$ cat src/rtl/msr_pkg.sv
package msr_pkg;

    localparam int LINES   = 4;
    localparam int REG_W   = 2 * LINES;

    // Line index inside every nibble; the register layout depends on it.
    localparam int IDX_CTS = 0;
    localparam int IDX_DSR = 1;
    localparam int IDX_RI  = 2;
    localparam int IDX_DCD = 3;

    typedef struct packed {
        logic [LINES-1:0] lvl;
        logic [LINES-1:0] dlt;
    } msr_state_t;

    typedef enum logic [1:0] {
        EDGE_ANY  = 2'd0,
        EDGE_FALL = 2'd1
    } edge_kind_e;

    function automatic edge_kind_e kind_of(input int line);
        return (line == IDX_RI) ? EDGE_FALL : EDGE_ANY;
    endfunction

endpackage

$ cat src/rtl/msr_sync.sv
module msr_sync #(
    parameter int WIDTH  = 4,
    parameter int STAGES = 2
) (
    input  logic             clk,
    input  logic             rst_n,
    input  logic [WIDTH-1:0] async_i,
    output logic [WIDTH-1:0] sync_o
);

    localparam int LAST = STAGES - 1;

    generate
        for (genvar g = 0; g < WIDTH; g++) begin : g_line
            logic [STAGES-1:0] chain_d;
            logic [STAGES-1:0] chain_q;

            always_comb begin
                chain_d = {chain_q[STAGES-2:0], async_i[g]};
            end

            always_ff @(posedge clk or negedge rst_n) begin
                if (!rst_n) chain_q <= '0;
                else        chain_q <= chain_d;
            end

            assign sync_o[g] = chain_q[LAST];

            // the first stage captures the pin on each edge
            a_r2_first_stage: assert property (@(posedge clk) disable iff (!rst_n)
                $past(rst_n) |-> chain_q[0] == $past(async_i[g]));
        end
    endgenerate

endmodule

$ cat src/rtl/msr_detect.sv
module msr_detect
    import msr_pkg::*;
(
    input  logic [LINES-1:0] cur_i,
    input  logic [LINES-1:0] prev_i,
    output logic [LINES-1:0] evt_o
);

    generate
        for (genvar g = 0; g < LINES; g++) begin : g_evt
            if (kind_of(g) == EDGE_FALL) begin : g_fall
                always_comb evt_o[g] = prev_i[g] & ~cur_i[g];
            end else begin : g_any
                always_comb evt_o[g] = prev_i[g] ^ cur_i[g];
            end
        end
    endgenerate

endmodule

$ cat src/rtl/msr_irq.sv
module msr_irq
    import msr_pkg::*;
(
    input  logic             clk,
    input  logic             rst_n,
    input  logic [LINES-1:0] dlt_i,
    input  logic             en_i,
    input  logic             auto_cts_i,
    output logic             irq_o
);

    logic [LINES-1:0] mask;

    always_comb begin
        mask          = '1;
        mask[IDX_CTS] = ~auto_cts_i;
        irq_o         = en_i & (|(dlt_i & mask));
    end

    // disabled interrupt never requests
    a_r9_disabled: assert property (@(posedge clk) disable iff (!rst_n)
        !en_i |-> !irq_o);
    // a non-CTS flag with the enable set always requests
    a_r8_request: assert property (@(posedge clk) disable iff (!rst_n)
        (en_i && (dlt_i[IDX_DSR] || dlt_i[IDX_RI] || dlt_i[IDX_DCD])) |-> irq_o);
    // under auto-CTS a lone CTS flag raises nothing
    a_r10_auto_cts: assert property (@(posedge clk) disable iff (!rst_n)
        (auto_cts_i && !dlt_i[IDX_DSR] && !dlt_i[IDX_RI] && !dlt_i[IDX_DCD]) |-> !irq_o);

endmodule

$ cat src/rtl/modem_status_top.sv
module modem_status_top
    import msr_pkg::*;
#(
    parameter int SYNC_STAGES = 2
) (
    input  logic             clk,
    input  logic             rst_n,
    input  logic             cts_i,
    input  logic             dsr_i,
    input  logic             ri_i,
    input  logic             dcd_i,
    input  logic             rd_stb_i,
    input  logic             msi_en_i,
    input  logic             auto_cts_i,
    output logic [REG_W-1:0] msr_o,
    output logic             msi_irq_o
);

    logic [LINES-1:0] pins;
    logic [LINES-1:0] synced;
    logic [LINES-1:0] evt;
    msr_state_t       st_d;
    msr_state_t       st_q;

    always_comb begin
        pins          = '0;
        pins[IDX_CTS] = cts_i;
        pins[IDX_DSR] = dsr_i;
        pins[IDX_RI]  = ri_i;
        pins[IDX_DCD] = dcd_i;
    end

    msr_sync #(
        .WIDTH  (LINES),
        .STAGES (SYNC_STAGES)
    ) u_sync (
        .clk     (clk),
        .rst_n   (rst_n),
        .async_i (pins),
        .sync_o  (synced)
    );

    msr_detect u_detect (
        .cur_i  (synced),
        .prev_i (st_q.lvl),
        .evt_o  (evt)
    );

    always_comb begin
        st_d     = st_q;
        st_d.lvl = synced;
        st_d.dlt = (rd_stb_i ? '0 : st_q.dlt) | evt;
    end

    always_ff @(posedge clk or negedge rst_n) begin
        if (!rst_n) st_q <= '0;
        else        st_q <= st_d;
    end

    assign msr_o = st_q;

    msr_irq u_irq (
        .clk        (clk),
        .rst_n      (rst_n),
        .dlt_i      (st_q.dlt),
        .en_i       (msi_en_i),
        .auto_cts_i (auto_cts_i),
        .irq_o      (msi_irq_o)
    );

    // after a read only fresh events remain flagged
    a_r6_read_keeps_new: assert property (@(posedge clk) disable iff (!rst_n)
        $past(rst_n) && $past(rd_stb_i) |-> msr_o[LINES-1:0] == $past(evt));
    // flags are sticky without a read
    a_r7_sticky: assert property (@(posedge clk) disable iff (!rst_n)
        $past(rst_n) && !$past(rd_stb_i) |->
            (msr_o[LINES-1:0] & $past(msr_o[LINES-1:0])) == $past(msr_o[LINES-1:0]));
    // a rising ring line never sets the ring flag
    a_r4_ri_rise: assert property (@(posedge clk) disable iff (!rst_n)
        $past(rst_n) && $past(rd_stb_i) && $rose(msr_o[LINES+IDX_RI]) |-> !msr_o[IDX_RI]);
    // a level change of a toggle-sensitive line sets its flag
    a_r3_dcd_flag: assert property (@(posedge clk) disable iff (!rst_n)
        $past(rst_n) && (msr_o[LINES+IDX_DCD] != $past(msr_o[LINES+IDX_DCD])) |-> msr_o[IDX_DCD]);

endmodule

$ cat config.mk
export PLATFORM = sky130hd
export DESIGN_NAME = modem_status_top
export DESIGN_NICKNAME = d
export VERILOG_FILES = /design/src/rtl/msr_pkg.sv /design/src/rtl/msr_sync.sv /design/src/rtl/msr_detect.sv /design/src/rtl/msr_irq.sv /design/src/rtl/modem_status_top.sv
export SDC_FILE = /design/constraint.sdc
export NUM_CORES = 1
export LEC_CHECK = 0
export ABC_AREA = 1
export CORE_AREA = 3 3 40 42
export CTS_BUF_LIST = sky130_fd_sc_hd__clkbuf_4
export DETAILED_ROUTE_END_ITERATION = 7
export DIE_AREA = 0 0 43 45
export DONT_BUFFER_PORTS = 1
export SYNTH_ARGS = -nofsm -noshare
export SYNTH_HDL_FRONTEND = slang
export SYNTH_HIERARCHICAL = 1
export SYNTH_SLANG_ARGS = --single-unit
$ cat constraint.sdc
create_clock -name clk -period 2.65 [get_ports clk]
set_clock_uncertainty 0.2 [all_clocks]
set_input_delay 0.1325 -clock clk [delete_from_list [all_inputs] [get_ports clk]]
set_output_delay 0.1325 -clock clk [all_outputs]
set_load 0.1 [all_outputs]
==> flow_summary.yaml, run 1 <==
critical_path:
  crit_chain: "buf_4 -> nor2_1 -> nand3_1 -> nand2_1 -> inv_1 -> buf_4"
  cp_max_fo: 3
  cpMostUsedCell: "buf_4"
  worstSetupEndpointType: "output pin"
  slowest_delay_ps: 330
  critPathKind: "register to output pin"
  critPathTopFamily: "buffers and inverters"
  worstSetupStartpointType: "register"
  crit_slowest_cell: "dfrtp_1"
  crit_buf_inv: 3
  arrival_ps: 1450
  worstPathRequired_ps: 2320
synth:
  yosysWarningCount: 6
  synth.distinct_cells: 7
  avgSynthCellArea_sq_um: 10.0
  netlist_instances: 57
  syn-cell-area_sq_um: 571
  ys_seq_area_share_pct: 70.2
  ys_ff_latch: 16
  syn_nets: 66
placed_design:
  post-dp-hpwl_microns: 559
  place_inst: 77
  gp_congestion: 0.622
  portBuffers: 0
  place_ws_ps: 1180
timing:
  setup_viol: 0
  hold_viol_final: 0
  period_share_pct: 67.2
  fmax_ghz: 0.562
  fin_ws_ps: 870
  tightest_slew_ps: 665
  period_needed_ps: 1780
  tns_ps: 0
  drv_slew: 0
  maxSlewHeadroom_pct: 55.5
  rsz0062_at_grt: "no"
power_and_ir_drop:
  combinationalPowerShare_pct: 23.9
  switching_share_pct: 33.9
  switching_power_w: 0.000174
  p_int_w: 0.000339
  clkPwrFrac_pct: 24.5
  report.power.total_w: 0.000513
  peakVddDrop_uv: 355
  leakage_nw: 0.406
  p_seq_share_pct: 51.5
  powerDensity_nw_per_um2: 719
routing:
  drtIter0Drc: 2
  routed_wl_microns: 762
  viasPerCell: 4.10
  postRouteAntennaNets: 0
  wire_per_inst_microns: 8.76
  first_pass_iters: 2
  drc: 0
  vias: 357
global_routing:
  overflow: 0
  grt_pass1_wl_mm: 1.39
  antenna_found_initial: 0
  grt_usage_pct: 10.2
  grt_pass1_vias: 384
  grt_max_degree: 17
floorplanning:
  num_rows: 13
  core_sq_um: 1280
  start_util_pct: 44.4
  fp.dieH_microns: 45
  pin_count: 18
  die_x_microns: 43
  die-area_sq_um: 1940
flow_run:
  drv_cap: 0
cts:
  clock_latency_ps: 280
  numCtsBuffers: 3
  path_clk_slew_ps: 90
  cts_tree: "yes"
  cts_sinks: 16
  postCtsSetupRepairBufs: 0
  cts.path.max_buffers: 2
  clockRootBuffer: "clkbuf_4"
  htreeDepth: 1
finish:
  post_route_cells_drive_above_1_share_pct: 18.1
  fillers: 113
  area_growth_pct: 25.0
  fin_cells: 87
  layout_commonest_cell: "nand2_1"
  final_cell_mix: "19 x nand2_1, 16 x dfrtp_1, 14 x inv_1"
  diodes: 0
  nets: 82
min_path:
  hold_path.class: "input port to asynchronous set/reset pin"
outcome:
  status: "finished, final reports clean"
[metrics by stage]
step                utilization [%]  area [sq um]  hold slack [ps]
finish                         55.5           713              119
global placement               48.8           627             -363
CTS                            55.5           713              142
floorplan                         -           571             -363
detailed placement             48.8           627             -363
global route                   55.5           713              161
[final cells by class]
class / count / area [sq um] / share of cell area, %
Clock buffer: 3 / 22.5 / 3.16
Clock inverter: 1 / 3.75 / 0.526
Inverter: 15 / 56.3 / 7.89
Multi-Input combinational cell: 22 / 83.8 / 11.8
Sequential cell: 16 / 400 / 56.1
Tap cell: 15 / 18.8 / 2.63
Timing Repair Buffer: 15 / 128 / 17.9
[worst reg2reg max path: stages (launching register included)]
cell and delay [ps]:
dfrtp_1 330, buf_4 290, inv_1 80, nand2_1 60, nand2_1 50, inv_1 40, nand2_1 40
[cell usage after synthesis (all sizes together)]
| cell type | n | area [sq um] |
|---|---|---|
| nand2 | 19 | 71.3 |
| nor2 | 2 | 7.51 |
| buf | 4 | 30.0 |
| dfrtp | 16 | 400 |
| nand3 | 1 | 5.00 |
| inv | 15 | 56.3 |
[kinds of logic (layout without fill, tap and decap cells)]
| kind of cell | Yosys count | in the layout | share of synthesized area (%) |
|---|---|---|---|
| and+or+nand+nor | 22 | 22 | 14.7 |
| DFF | 16 | 16 | 70.2 |
| buffers and inverters | 19 | 34 | 15.1 |
[power by group through the flow]
stage                     combinational, W  sequential, W  clock (W)
final                             0.000123       0.000264   0.000126
after detailed placement          0.000113       0.000270          0
after CTS                         0.000124       0.000265   0.000134
after global placement            0.000111       0.000269          0
after global routing              0.000131       0.000266   0.000140
after floorplan                  0.0000281       0.000337          0
[routing by layer]
metal	part of all wire (%)	track usage (%)	wire length, microns	vias up
met4	2.0	7.23	15	0
met5	0	0	0	-
met1	42	10.1	321	152
li1	-	-	-	186
met3	9.3	3.98	71	2
met2	46	17.7	353	17
[final timing paths]
check / start / end / slack, ps / cells past startpoint
max in group asynchronous: rst_n / msr_o[0] / 1710 / 1
worst min register to register: u_sync/g_line[1].chain_q[0] / u_sync/g_line[1].chain_q[1] / 160 / 0
worst max register to register: msr_o[5] / msr_o[1] / 1450 / 6
min in group clk: u_sync/g_line[1].chain_q[0] / u_sync/g_line[1].chain_q[1] / 160 / 0
worst min-delay path: rst_n / msr_o[7] / 120 / 1
worst max-delay path: msr_o[2] / msi_irq_o / 870 / 6
[sequential cells by signal (all words and copies together), names as in the netlist]
register / flops
msr_o: 8
u_sync/g_line.chain_q: 8
[repair_timing]
action                                 in CTS  in global routing
resized for setup                           0                  0
hold buffers                                6                  0
endpoints found under the hold margin      24                  0
No activity file was read; power rests on OpenSTA's default activity.
==> run 2: changes to the inputs <==
==> constraint.sdc (replaced) <==
create_clock -name clk -period 1.6 [get_ports clk]
set_clock_uncertainty 0.2 [all_clocks]
set_input_delay 0.08 -clock clk [delete_from_list [all_inputs] [get_ports clk]]
set_output_delay 0.08 -clock clk [all_outputs]
set_load 0.1 [all_outputs]
==> flow_summary.yaml, run 2 (same netlist as run 1, synthesis figures left out) <==
placed_design:
  placed_area_sq_um: 653
  post-dp-hpwl_microns: 576
  gp_congestion: 0.677
  portBuffers: 0
  place_ws_ps: 297
cts:
  cts.path.max_buffers: 2
  clockRootBuffer: "clkbuf_4"
  path_clk_slew_ps: 90
  cts_tree: "yes"
  htreeDepth: 1
  cts_sinks: 16
  numCtsBuffers: 3
  clock_latency_ps: 280
global_routing:
  antenna_found_initial: 0
  grt_usage_pct: 9.42
  grt_pass1_wl_mm: 1.27
  grt_max_degree: 17
  overflow: 0
  grt_pass1_vias: 323
finish:
  postLayoutCoreUtil_pct: 58.3
  area_growth_pct: 31.4
  final_cell_mix: "18 x nand2_1, 13 x inv_1, 12 x dfrtp_1"
  final_area_sq_um: 749
  nets: 82
  diodes: 0
  layout_commonest_cell: "nand2_1"
  post_route_cells_drive_above_1_share_pct: 29.2
  fillers: 106
routing:
  drc: 0
  routed_wl_microns: 793
  first_pass_iters: 4
  vias: 357
  postRouteAntennaNets: 0
  drtIter0Drc: 5
  viasPerCell: 4.10
  wire_per_inst_microns: 9.11
floorplanning:
  die_x_microns: 43
  num_rows: 13
  pin_count: 18
  fp.dieH_microns: 45
  start_util_pct: 44.4
  die-area_sq_um: 1940
  core_sq_um: 1280
power_and_ir_drop:
  report.power.total_w: 0.000860
  powerDensity_nw_per_um2: 1150
  leakage_nw: 0.402
  peakVddDrop_uv: 569
critical_path:
  worstPathRequired_ps: 1320
  worstSetupStartpointType: "register"
  critPathTopFamily: "flip-flops"
  cp_max_fo: 2
  worstSetupEndpointType: "output pin"
  crit_slowest_cell: "dfrtp_4"
  arrival_ps: 1300
  crit_chain: "nor2_2 -> nand3_2 -> nand2_2 -> clkinvlp_4 -> buf_12"
  rrSetupSlack_ps: 410
  crit_buf_inv: 2
  r2r-start: "msr_o[3]"
  slowest_delay_ps: 480
  worst_r2r_endpoint: "msr_o[3]"
  rr_worst_depth: 3
  critPathKind: "register to output pin"
timing:
  fin_ws_ps: 22.7
  drv_slew: 0
  period_share_pct: 98.6
  tightest_slew_ps: 673
  fmax_ghz: 0.634
  maxSlewHeadroom_pct: 55.0
  hold_ws_ps: 72.0
  hold_viol_final: 0
  period_needed_ps: 1580
  setup_viol: 0
  rsz0062_at_grt: "yes"
outcome:
  status: "finished, final reports clean"
flow_run:
  drv_cap: 0
min_path:
  hold_path.class: "input port to asynchronous set/reset pin"
==> run 2: report_power, final <==
group	internal (W)	leakage, nW	switching [W]
logic	0.0000483	0.205	0.000162
registers	0.000433	0.182	0.0000142
clock network	0.0000904	0.0154	0.000113
total	0.000571	0.402	0.000289
==> run 2: through the flow <==
| step | std cells | TNS (ps) |
|---|---|---|
| after floorplan | 57 | -4.06 |
| after global placement | 77 | 0 |
| after detailed placement | 77 | 0 |
| after CTS | 87 | 0 |
| after global routing | 87 | -43.2 |
| final | 87 | 0 |
==> run 2: worst register-to-register path, stage by stage, from the launching register on <==
cell and delay, ps:
dfrtp_4 480, buf_4 240, nand2_1 110, nand2_1 50
==> run 2: what timing repair did <==
item                                    in CTS  in global routing
hold buffers                                 6                  0
endpoints found under the setup margin       1                  1
hold endpoints to repair                    24                  0
pin swaps                                    1                  1
gates resized for setup                      1                  2
setup buffers                                0                  0
==> run 2: final cells by class <==
| class | instances | area [sq um] | area share [%] |
|---|---|---|---|
| Timing Repair Buffer | 15 | 140 | 18.7 |
| Tap cell | 15 | 18.8 | 2.50 |
| Clock buffer | 3 | 22.5 | 3.01 |
| Sequential cell | 16 | 410 | 54.8 |
| Multi-Input combinational cell | 22 | 93.8 | 12.5 |
| Clock inverter | 1 | 3.75 | 0.501 |
| Inverter | 15 | 60.1 | 8.01 |
==> run 2: per-layer routing <==
layer	global-route usage [%]	wire [microns]
met5	0	0
met4	7.23	0
met1	9.69	319
met3	5.18	92
met2	14.4	381
==> run 2: worst max-delay path by stage <==
stage | to | cells past startpoint | start
after floorplan | msi_irq_o | 4 | msr_o[2]
after global routing | msi_irq_o | 5 | msr_o[2]
after detailed placement | msi_irq_o | 5 | msr_o[2]
after global placement | msi_irq_o | 5 | msr_o[2]
after CTS | msi_irq_o | 5 | msr_o[2]
final | msi_irq_o | 5 | msr_o[2]
==> run 3: changes to the inputs <==
--- a/config.mk
+++ b/config.mk
@@ -5,7 +5,6 @@
 export SDC_FILE = /design/constraint.sdc
 export NUM_CORES = 1
 export LEC_CHECK = 0
-export ABC_AREA = 1
 export CORE_AREA = 3 3 40 42
 export CTS_BUF_LIST = sky130_fd_sc_hd__clkbuf_4
 export DETAILED_ROUTE_END_ITERATION = 7
==> flow_summary.yaml, run 3 <==
critical_path:
  slowest_delay_ps: 640
  worstSetupStartpointType: "register"
  rrSetupSlack_ps: 450
  worstPathRequired_ps: 1320
  critPathKind: "register to output pin"
  cp_max_fo: 2
  worst_r2r_endpoint: "msr_o[3]"
  rr_worst_depth: 2
  r2r-start: "msr_o[3]"
  crit_buf_inv: 0
  crit_chain: "o41a_4"
  arrival_ps: 1330
  crit_slowest_cell: "o41a_4"
  critPathTopFamily: "compound AO/OA/AOI/OAI gates"
  worstSetupEndpointType: "output pin"
floorplanning:
  fp.dieH_microns: 45
  die-area_sq_um: 1940
  core_sq_um: 1280
  die_x_microns: 43
  num_rows: 13
  pin_count: 18
  start_util_pct: 40.0
power_and_ir_drop:
  powerDensity_nw_per_um2: 1280
  peakVddDrop_uv: 545
  leakage_nw: 0.311
  report.power.total_w: 0.000847
synth:
  ys_ff_latch: 16
  netlist.area_leader.share_pct: 77.9
  syn-cell-area_sq_um: 514
  synth.distinct_cells: 7
  synth_top_cell_by_area: "dfrtp_1"
  syn_nets: 40
  synth_edf_count: 0
  async_reset_ff_share_pct: 100
  yosys-top-cells-count: "16 x dfrtp_1, 4 x a21o_1, 4 x buf_4"
  ys_seq_area_share_pct: 77.9
  avgSynthCellArea_sq_um: 16.6
  yosysMostFrequentCell: "dfrtp_1"
  netlist_instances: 31
  synth_area_leaders: "dfrtp_1 78%, a21o_1 5.8%, buf_4 5.8%, xor2_1 5.1%, nor2b_1 2.4%"
  yosysWarningCount: 6
  ys.flop_type: "dfrtp_1"
flow_run:
  drv_cap: 0
routing:
  routed_wl_microns: 735
  vias: 270
  viasPerCell: 4.58
  drc: 0
  postRouteAntennaNets: 0
  first_pass_iters: 1
  wire_per_inst_microns: 12.5
  drtIter0Drc: 0
cts:
  clock_latency_ps: 270
  cts_sinks: 16
  ctsResizeCount: 0
  path_clk_slew_ps: 80
  numCtsBuffers: 3
  htreeDepth: 1
  cts.path.max_buffers: 2
  cts_tree: "yes"
  postCtsSetupRepairBufs: 0
  clockRootBuffer: "clkbuf_4"
timing:
  setup_viol: 1
  hold_ws_ps: 90.1
  drv_slew: 0
  hold_viol_final: 0
  period_share_pct: 100
  fin_ws_ps: -5.71
  period_needed_ps: 1610
  rsz0062_at_grt: "yes"
  fmax_ghz: 0.623
  maxSlewHeadroom_pct: 53.1
  tightest_slew_ps: 701
global_routing:
  grt_pass1_wl_mm: 1.19
  overflow: 0
  grt_max_degree: 17
  grt_pass1_vias: 297
  grt_usage_pct: 8.71
  antenna_found_initial: 0
placed_design:
  portBuffers: 0
  gp_congestion: 0.756
  place_inst: 50
finish:
  fillers: 112
  area_growth_pct: 28.5
  diodes: 0
  nets: 55
  final_cell_mix: "12 x dfrtp_1, 8 x buf_4, 6 x dlygate4sd3_1"
  layout_commonest_cell: "dfrtp_1"
  fin_cells: 59
  post_route_cells_drive_above_1_share_pct: 38.6
outcome:
  status: "finished with violations"
  violations: "negative setup slack"
min_path:
  hold_path.class: "input port to asynchronous set/reset pin"
## run 3: per-layer routing
| metal | vias to the layer above | GRT usage (%) | wire length (microns) |
|---|---|---|---|
| met1 | 129 | 9.09 | 302 |
| li1 | 125 | - | - |
| met3 | 0 | 3.98 | 82 |
| met4 | 0 | 7.23 | 0 |
| met5 | - | 0 | 0 |
| met2 | 16 | 13.5 | 350 |
## run 3: how the worst max path moves through the flow
stage	slack, ps	cells past startpoint	from	to
after floorplan	10	2	msr_o[0]	msi_irq_o
after global placement	290	1	msr_o[3]	msi_irq_o
after detailed placement	290	1	msr_o[3]	msi_irq_o
after CTS	-30	1	msr_o[3]	msi_irq_o
after global routing	-40	1	msr_o[1]	msi_irq_o
final	-6	1	msr_o[1]	msi_irq_o
## run 3: layout make-up
type / instances / area (sq um) / share of cell area [%]
flip-flops and latches: 16 / 405 / 61.4
repair buffers: 14 / 120 / 18.2
multi-input cells: 10 / 90.1 / 13.6
clock buffers: 3 / 22.5 / 3.41
well taps: 15 / 18.8 / 2.84
inverters: 1 / 3.75 / 0.568
## run 3: kinds of logic (layout without fill, tap and decap cells)
group | after synthesis | in the layout | share of synthesized area, %
xor+xnor | 3 | 3 | 5.11
compound gates | 5 | 5 | 8.03
buf+inv | 5 | 18 | 6.57
flops | 16 | 16 | 77.9
simple gates | 2 | 2 | 2.43
## run 3: power breakdown
group	switching [W]	total, W	internal (W)
clock	0.000108	0.000195	0.0000871
combinational	0.000161	0.000206	0.0000451
sequential	0.0000141	0.000446	0.000432
total	0.000283	0.000847	0.000564
## run 3: timing repair
item,CTS,global route
pin swaps,0,1
endpoints found under the hold margin,24,0
setup endpoints to repair,1,1
hold buffers,6,0
## run 3: through the flow
step | area, sq um | utilization [%] | TNS (ps) | setup slack, ps
2_1_floorplan | 529 | - | 0 | 10.0
6_report | 661 | 51.4 | -5.71 | -5.71
3_5_place_dp | 578 | 45.0 | 0 | 288
4_1_cts | 661 | 51.4 | -33.1 | -33.1
5_1_grt | 661 | 51.4 | -39.6 | -39.6
3_3_place_gp | 578 | 45.0 | 0 | 293
